[src/rtl/tw_ctl_slave.sv]
module tw_ctl_slave #(
  parameter logic [6:0] DEV_ADDR = 7'h69,
  parameter logic [7:0] R0_INIT  = 8'hFF,
  parameter logic [7:0] R1_INIT  = 8'hFF,
  parameter logic [7:0] R2_INIT  = 8'hC0,
  parameter int         NOUT     = 10
) (
  input  logic            clk,
  input  logic            rst_n,
  input  logic            scl_i,
  input  logic            sda_i,
  output logic            sda_low_o,
  output logic [7:0]      r0_o,
  output logic [7:0]      r1_o,
  output logic [7:0]      r2_o,
  output logic [NOUT-1:0] clk_en_o,
  output logic            leak_test_o
);

  typedef enum logic [2:0] {S_IDLE, S_ADDR, S_CMD, S_CNT, S_DATA, S_SKIP} st_t;

  logic [2:0] scl_q, sda_q;
  st_t        st;
  logic [3:0] bitn;
  logic [6:0] sh;
  logic [7:0] cnt_q, idx_q;
  logic       ack_pend;

  always_ff @(posedge clk or negedge rst_n)
    if (!rst_n) begin
      scl_q <= 3'b111;
      sda_q <= 3'b111;
    end else begin
      scl_q <= {scl_q[1:0], scl_i};
      sda_q <= {sda_q[1:0], sda_i};
    end

  wire scl       = scl_q[1];
  wire scl_d     = scl_q[2];
  wire sda       = sda_q[1];
  wire sda_d     = sda_q[2];
  wire scl_rise  = scl & ~scl_d;
  wire scl_fall  = ~scl & scl_d;
  wire start_c   = scl & scl_d & sda_d & ~sda;
  wire stop_c    = scl & scl_d & ~sda_d & sda;
  wire active    = (st != S_IDLE) && (st != S_SKIP);
  wire [7:0] byte_w = {sh, sda};

  always_ff @(posedge clk or negedge rst_n)
    if (!rst_n) begin
      st        <= S_IDLE;
      bitn      <= '0;
      sh        <= '0;
      cnt_q     <= '0;
      idx_q     <= '0;
      ack_pend  <= 1'b0;
      sda_low_o <= 1'b0;
      r0_o      <= R0_INIT;
      r1_o      <= R1_INIT;
      r2_o      <= R2_INIT;
    end else if (start_c) begin
      st        <= S_ADDR;
      bitn      <= '0;
      ack_pend  <= 1'b0;
      sda_low_o <= 1'b0;
    end else if (stop_c) begin
      st        <= S_IDLE;
      bitn      <= '0;
      ack_pend  <= 1'b0;
      sda_low_o <= 1'b0;
    end else begin
      if (scl_fall) begin
        sda_low_o <= ack_pend;
        ack_pend  <= 1'b0;
      end
      if (scl_rise && active) begin
        if (bitn == 4'd8) begin
          bitn <= '0;
        end else begin
          sh   <= {sh[5:0], sda};
          bitn <= bitn + 4'd1;
          if (bitn == 4'd7) begin
            ack_pend <= 1'b1;
            case (st)
              S_ADDR:
                if (byte_w[7:1] == DEV_ADDR && !byte_w[0]) st <= S_CMD;
                else begin
                  st       <= S_SKIP;
                  ack_pend <= 1'b0;
                end
              S_CMD: st <= S_CNT;
              S_CNT: begin
                cnt_q <= byte_w;
                idx_q <= '0;
                st    <= S_DATA;
              end
              S_DATA: begin
                if (idx_q < cnt_q)
                  case (idx_q)
                    8'd0:    r0_o <= byte_w;
                    8'd1:    r1_o <= byte_w;
                    8'd2:    r2_o <= byte_w;
                    default: ;
                  endcase
                if (idx_q != 8'hFF) idx_q <= idx_q + 8'd1;
              end
              default: ;
            endcase
          end
        end
      end
    end

  for (genvar i = 0; i < 8; i++) begin : g_en0
    assign clk_en_o[i] = r0_o[7-i];
  end
  assign clk_en_o[8]  = r1_o[7];
  assign clk_en_o[9]  = r1_o[6];
  assign leak_test_o  = ~r2_o[7];

  p_ack_in_ctx_r4: assert property (@(posedge clk) disable iff (!rst_n)
    sda_low_o |-> (st == S_CMD || st == S_CNT || st == S_DATA));

  p_ack_scl_low_r4: assert property (@(posedge clk) disable iff (!rst_n)
    $rose(sda_low_o) |-> !scl);

  p_stop_release_r2: assert property (@(posedge clk) disable iff (!rst_n)
    stop_c |=> !sda_low_o);

  p_regs_on_edge_r9: assert property (@(posedge clk) disable iff (!rst_n)
    (r0_o != $past(r0_o) || r1_o != $past(r1_o) || r2_o != $past(r2_o)) |-> $past(scl_rise));

  p_skip_silent_r3: assert property (@(posedge clk) disable iff (!rst_n)
    (st == S_SKIP && !start_c) |=> ($stable(r0_o) && $stable(r1_o) && $stable(r2_o) && !sda_low_o));

endmodule

[config.mk]
export PLATFORM = sky130hd
export DESIGN_NAME = tw_ctl_slave
export DESIGN_NICKNAME = d
export VERILOG_FILES = /design/src/rtl/tw_ctl_slave.sv
export SDC_FILE = /design/constraint.sdc
export NUM_CORES = 1
export LEC_CHECK = 0
export CAP_MARGIN = 10
export CORE_MARGIN = 2
export CORE_UTILIZATION = 55
export DETAILED_ROUTE_END_ITERATION = 12
export DONT_BUFFER_PORTS = 1
export PLACE_DENSITY_LB_ADDON = 0.1
export SLEW_MARGIN = 20
export SYNTH_ARGS = -nofsm -noshare
export SYNTH_HDL_FRONTEND = slang
export SYNTH_SLANG_ARGS = --single-unit
export TNS_END_PERCENT = 1
[constraint.sdc]
create_clock -name clk -period 3.4 [get_ports clk]
set_input_delay 0.68 -clock clk [delete_from_list [all_inputs] [get_ports clk]]
set_output_delay 0.68 -clock clk [all_outputs]
set_load 0.01 [all_outputs]
Word level (Yosys, flattened, before mapping). Index checks and enable logic that the tools add are counted.

Output and inout bits: 36. Logic and storage cells: 85. Input port bits: 4. Register bits: 62.

Add/sub/neg operators: 2. $lt $le $gt $ge: 1. Bitwise operators: 15. Equality and inequality tests: 13. Reductions and logical operators: 18. Multiplexer cells: 24.

Operators with widths (count): 8-bit AND reduction (3); 3-bit two-way mux (6); 4-bit two-way mux (4); 8-bit case mux with 2 select lines (1); 3-bit nonzero test (4); 1-bit two-way mux (11); 3-bit case mux with 3 select lines (1); 8-bit by 1-bit adder with 8-bit output, second input constant (1); 8-bit by 1-bit equality test with 1-bit output, second input constant (1); 8-bit by 2-bit equality test with 1-bit output, second input constant (1); 8-bit logical NOT (1); 8-bit less-than comparator (1); 8-bit two-way mux (1); 8-bit inequality test, second input constant (1); 1-bit NOT (8); 4-bit AND reduction (2); 1-bit AND (7); 7-bit equality test, second input constant (1); 7-bit AND reduction (1); 3-bit by 2-bit equality test with 1-bit output, second input constant (2); 3-bit inequality test, second input constant (2); 6-bit AND reduction (1); 5-bit nonzero test (1); 4-bit by 1-bit adder with 4-bit output, second input constant (1); other kinds (8) (10).

Logic depth before layout (Yosys ltp).
Depth after elaboration: 9. Mapped depth: 8. Mapped depth without buffers: 7.

Worst setup path after synthesis. OpenSTA, ideal clock, no wires.

Kind: register to register. Start: reg idx_q[6]. End: reg r2_o[0]. Path slack: 1526 ps. Clock period less this slack: 1874 ps. Data required time: 3275 ps. Cell stages (with the launch flop): 8. Library setup time: 125 ps. Arrival: 1750 ps. Buffers on the path: 1. Path through: dfrtp_1 -> ha_1 -> a21oi_1 -> o21ai_0 -> nor3_2 -> and3_1 -> buf_4 -> mux2_2.

Longest elaborated chain between the ends: 2. Elaborated cells on any way between the ends: 3. Those cells by class: order compare: 1; eq/ne: 1; reduce/logical: 1.

RTL lines: start: declaration (line 26) `logic [7:0] cnt_q, idx_q;`; start signal: assignment (line 105) `if (idx_q != 8'hFF) idx_q <= idx_q + 8'd1;`; 8-bit less-than comparator / 8-bit by 2-bit equality test with 1-bit output (equally long branches) (line 98, 99); 8-bit AND reduction (no line) *; end signal: assignment (line 102) `8'd2: r2_o <= byte_w;`; end: declaration (line 15) `output logic [7:0] r2_o,`.

Mark *: on every way between the ends. The rest lies on a longest branch, timed or not. A chain may end at the register's enable or synchronous reset.

Worst setup path after layout.
Start: reg bitn[0]. End: reg r0_o[0].

Longest elaborated chain between the ends: 3. Elaborated cells on any way between the ends: 4. Those cells by class: eq/ne: 2; bitwise: 1; reduce/logical: 1.

RTL lines: start: declaration (line 24) `logic [3:0] bitn;`; start signal: assignment (line 81) `bitn <= bitn + 4'd1;`; 4-bit equality test (line 77) `if (bitn == 4'd8) begin`; 1-bit NOT (no line); 8-bit AND reduction (no line) *; end signal: assignment (line 100) `8'd0: r0_o <= byte_w;`; end: declaration (line 13) `output logic [7:0] r0_o,`.

Marked as above.

==> metrics.yaml <==
run:
  maxCapViolCount: 0
floorplanning:
  core_mm2: 0.00541
  die_width_um: 78.2
  floorplan.die.height_um: 78.2
  num_io_pins: 40
  core.rowCount: 27
  starting_density_of_the_core_pct: 56.0
  die_ar_mm2: 0.00611
global_routing:
  first_global_vias: 1760
  maximum_number_of_pins_on_one_net_before_global_route_repair: 63
  global_route_wire_length_before_repair_um: 8830
  globalRouteTotalUtil_pct: 19.0
  antenna_found_initial: 0
  globalRouteOverflowTotal: 0
worst_setup_path:
  cp_data_required_time_ps: 3650
  category_of_the_worst_setup_path_launch_point: "flip-flop"
  crit_arrival_ps: 2540
  timing.critical_path.fanout_max: 9
  timing.critical_path.max_delay_family: "simple AND/OR/NAND/NOR gates"
  cp.buffers_inverters: 1
  critical_path_cell_sequence: "inv_1 > ha_1 > nand2_1 > o221ai_2 > nor3_2 > and3_1 > mux2_2"
  critPathSlowestCell: "and3_1"
  max_stage_delay_ps: 450
  timing_worst_setup_path_type: "reg2reg"
  endpoint_kind: "flip-flop"
route:
  topRoutingLayerUsed: "met4"
  antenna_violating_nets_left: 0
  detailroute.wirelength.met3_um: 275
  drt_first_pass_iters: 4
  met2_wirelength_from_detailed_routing_um: 2440
  number_of_drc_markers_after_the_initial_detailed_route_iteration: 79
  postRouteWirelength_um: 5390
  detail_route.wl_per_cell_um: 16.5
  via_per_inst: 5.58
  wl_met1_um: 2570
  route.detailed.drc: 0
  routed-via-count: 1818
logic_synthesis:
  synth_warnings: 0
  async_reset_ff_share_pct: 100
  synthesis.area_mm2: 0.00303
  yosys.cell_types.count: 44
  synth_edf_count: 0
  post_synthesis_sequential_area_ratio_pct: 52.3
  synthesis.area_per_instance_um2: 11.9
  synthesis.instances: 255
  syn-num-nets: 272
  synth_seq_cells: 62
  ys.flop_type: "dfrtp_1"
layout:
  fin_nets: 266
  final_cell_count_no_fill: 326
  nFillCells: 481
  most_frequent_cells_in_the_layout: "39 x mux2_2, 38 x dfrtp_1, 24 x dfstp_2, 18 x nor2_1, 17 x inv_1"
  drive_above_1_share_pct: 33.5
  syn2layout_area_growth_pct: 4.46
  n_antenna_cell: 0
  layout.cells.most_common: "mux2_2"
place:
  hpwl_um: 3620
  io_buffer_count: 0
  place_inst: 310
  dp_worst_setup_slack_ps: 1050
  gpl.final_weighted_congestion: 0.861
timing:
  timing_hold_violations_final: 0
  highest_clock_rate_ghz: 0.436
  setup_violations: 0
  fin_crit_sh_pct: 67.4
  clock_skew_ps: 10.1
  tns_ps: 0
  timing.final.crit_period_ps: 2290
  worst_relative_slew_slack_pct: 50.0
  layout_setup_ws_ps: 1110
  slew_at_the_pin_closest_to_its_max_slew_limit_ps: 749
  rsz0062_at_grt: "no"
  slew_violations: 0
cts:
  htree_levels: 3
  cts.hold.buffers_added: 0
  clkTransAtPathRegs_ps: 70
  numClockSinks: 62
  cts_made_buffers: 9
  worst_skew_pair.late_latency_ps: 330
  postCtsSetupBuffers: 0
  tritoncts_clock_tree: "yes"
  post_cts_resize_count: 0
  clk_path_buf_depth: 2
  clock_tree.root_cell: "clkbuf_8"
pwr:
  power_density_mw_per_mm2: 525
  vdd.ir_drop.worst_mv: 0.333
  p_leak_nw: 1.40
  report.power.total_w: 0.00166
hold_path:
  min-delay-path-class: "in2async"
outcome:
  result_of_the_run: "finished, final reports clean"
## stage by stage
| stage | instance area, um2 | utilization (%) | hold slack [ps] |
|---|---|---|---|
| after floorplan | 3030 | - | 345 |
| after global placement | 2980 | 55.2 | 347 |
| after detailed placement | 2980 | 55.2 | 349 |
| after CTS | 3160 | 58.5 | 27.5 |
| after global routing | 3160 | 58.5 | 22.4 |
| final | 3160 | 58.5 | 33.9 |
## state kept, by name, indices dropped and copies added (netlist names)
register	cells
ack_pend	1
bitn	4
cnt_q	8
idx_q	8
r0_o	8
r1_o	8
r2_o	8
scl_q	3
sda_low_o	1
sda_q	3
sh	7
st	3
## power breakdown
group | internal (W) | switching (W)
registers | 0.000808 | 0.000114
logic | 0.0000876 | 0.0000691
clock network | 0.000304 | 0.000276
total | 0.00120 | 0.000459
## worst register-to-register path, cell delays in order (launching register included)
cell and delay, ps:
dfrtp_1 420, inv_1 70, ha_1 210, nand2_1 100, o221ai_2 260, nor3_2 310, and3_1 450, mux2_2 400
## routing by layer
layer,up-vias,global-route usage (%)
li1,875,-
met1,896,26.6
met2,38,27.3
met3,9,5.63
met4,0,8.95
met5,-,0
## path summary, 6_finish.rpt
path	startpoint	to	slack, ps	depth (start not counted)
max in group asynchronous	rst_n	sda_q[2]$_DFF_PN1_	3160	0
max reg2reg	bitn[0]$_DFFE_PN0N_	r0_o[0]$_DFFE_PN1P_	1110	7
min reg2reg	sda_q[0]$_DFF_PN1_	sda_q[1]$_DFF_PN1_	360	0
min in group clk	sda_i	sda_q[0]$_DFF_PN1_	350	0
max	bitn[0]$_DFFE_PN0N_	r0_o[0]$_DFFE_PN1P_	1110	7
min	rst_n	cnt_q[3]$_DFFE_PN0P_	30	0
## cells by family after synthesis
family,after synthesis,synth area share [%]
buf+inv,34,6.49
fa+ha+maj,13,5.37
mux,42,15.5
simple gates,65,11.7
xor+xnor,1,0.538
compound gates,38,8.18
flops,62,52.3
## layout make-up
type	count	area, um2	share of cell area (%)
clock buffers	13	159	5.03
clock inverters	3	18.8	0.594
inverters	17	63.8	2.02
multi-input cells	159	1250	39.5
flip-flops and latches	62	1580	50.0
well taps	72	90.1	2.85
## cell usage after synthesis, drive strengths merged, types with 3 or more instances
| library cell | n | share of area, % |
|---|---|---|
| a21oi | 9 | 1.5 |
| dfstp | 24 | 21 |
| and3 | 4 | 0.83 |
| o31ai | 4 | 0.99 |
| dfrtp | 38 | 31 |
| nand2b | 5 | 1.0 |
| buf | 17 | 4.4 |
| mux2i | 3 | 0.99 |
| a21boi | 3 | 0.74 |
| nor2 | 18 | 2.2 |
| mux2 | 39 | 15 |
| nand2 | 13 | 1.6 |
| o21ai | 12 | 2.0 |
| ha | 13 | 5.4 |
| inv | 17 | 2.1 |
| nor3 | 3 | 0.66 |
| nand4 | 3 | 0.62 |
Note: power is estimated with default switching activity, not from simulation.
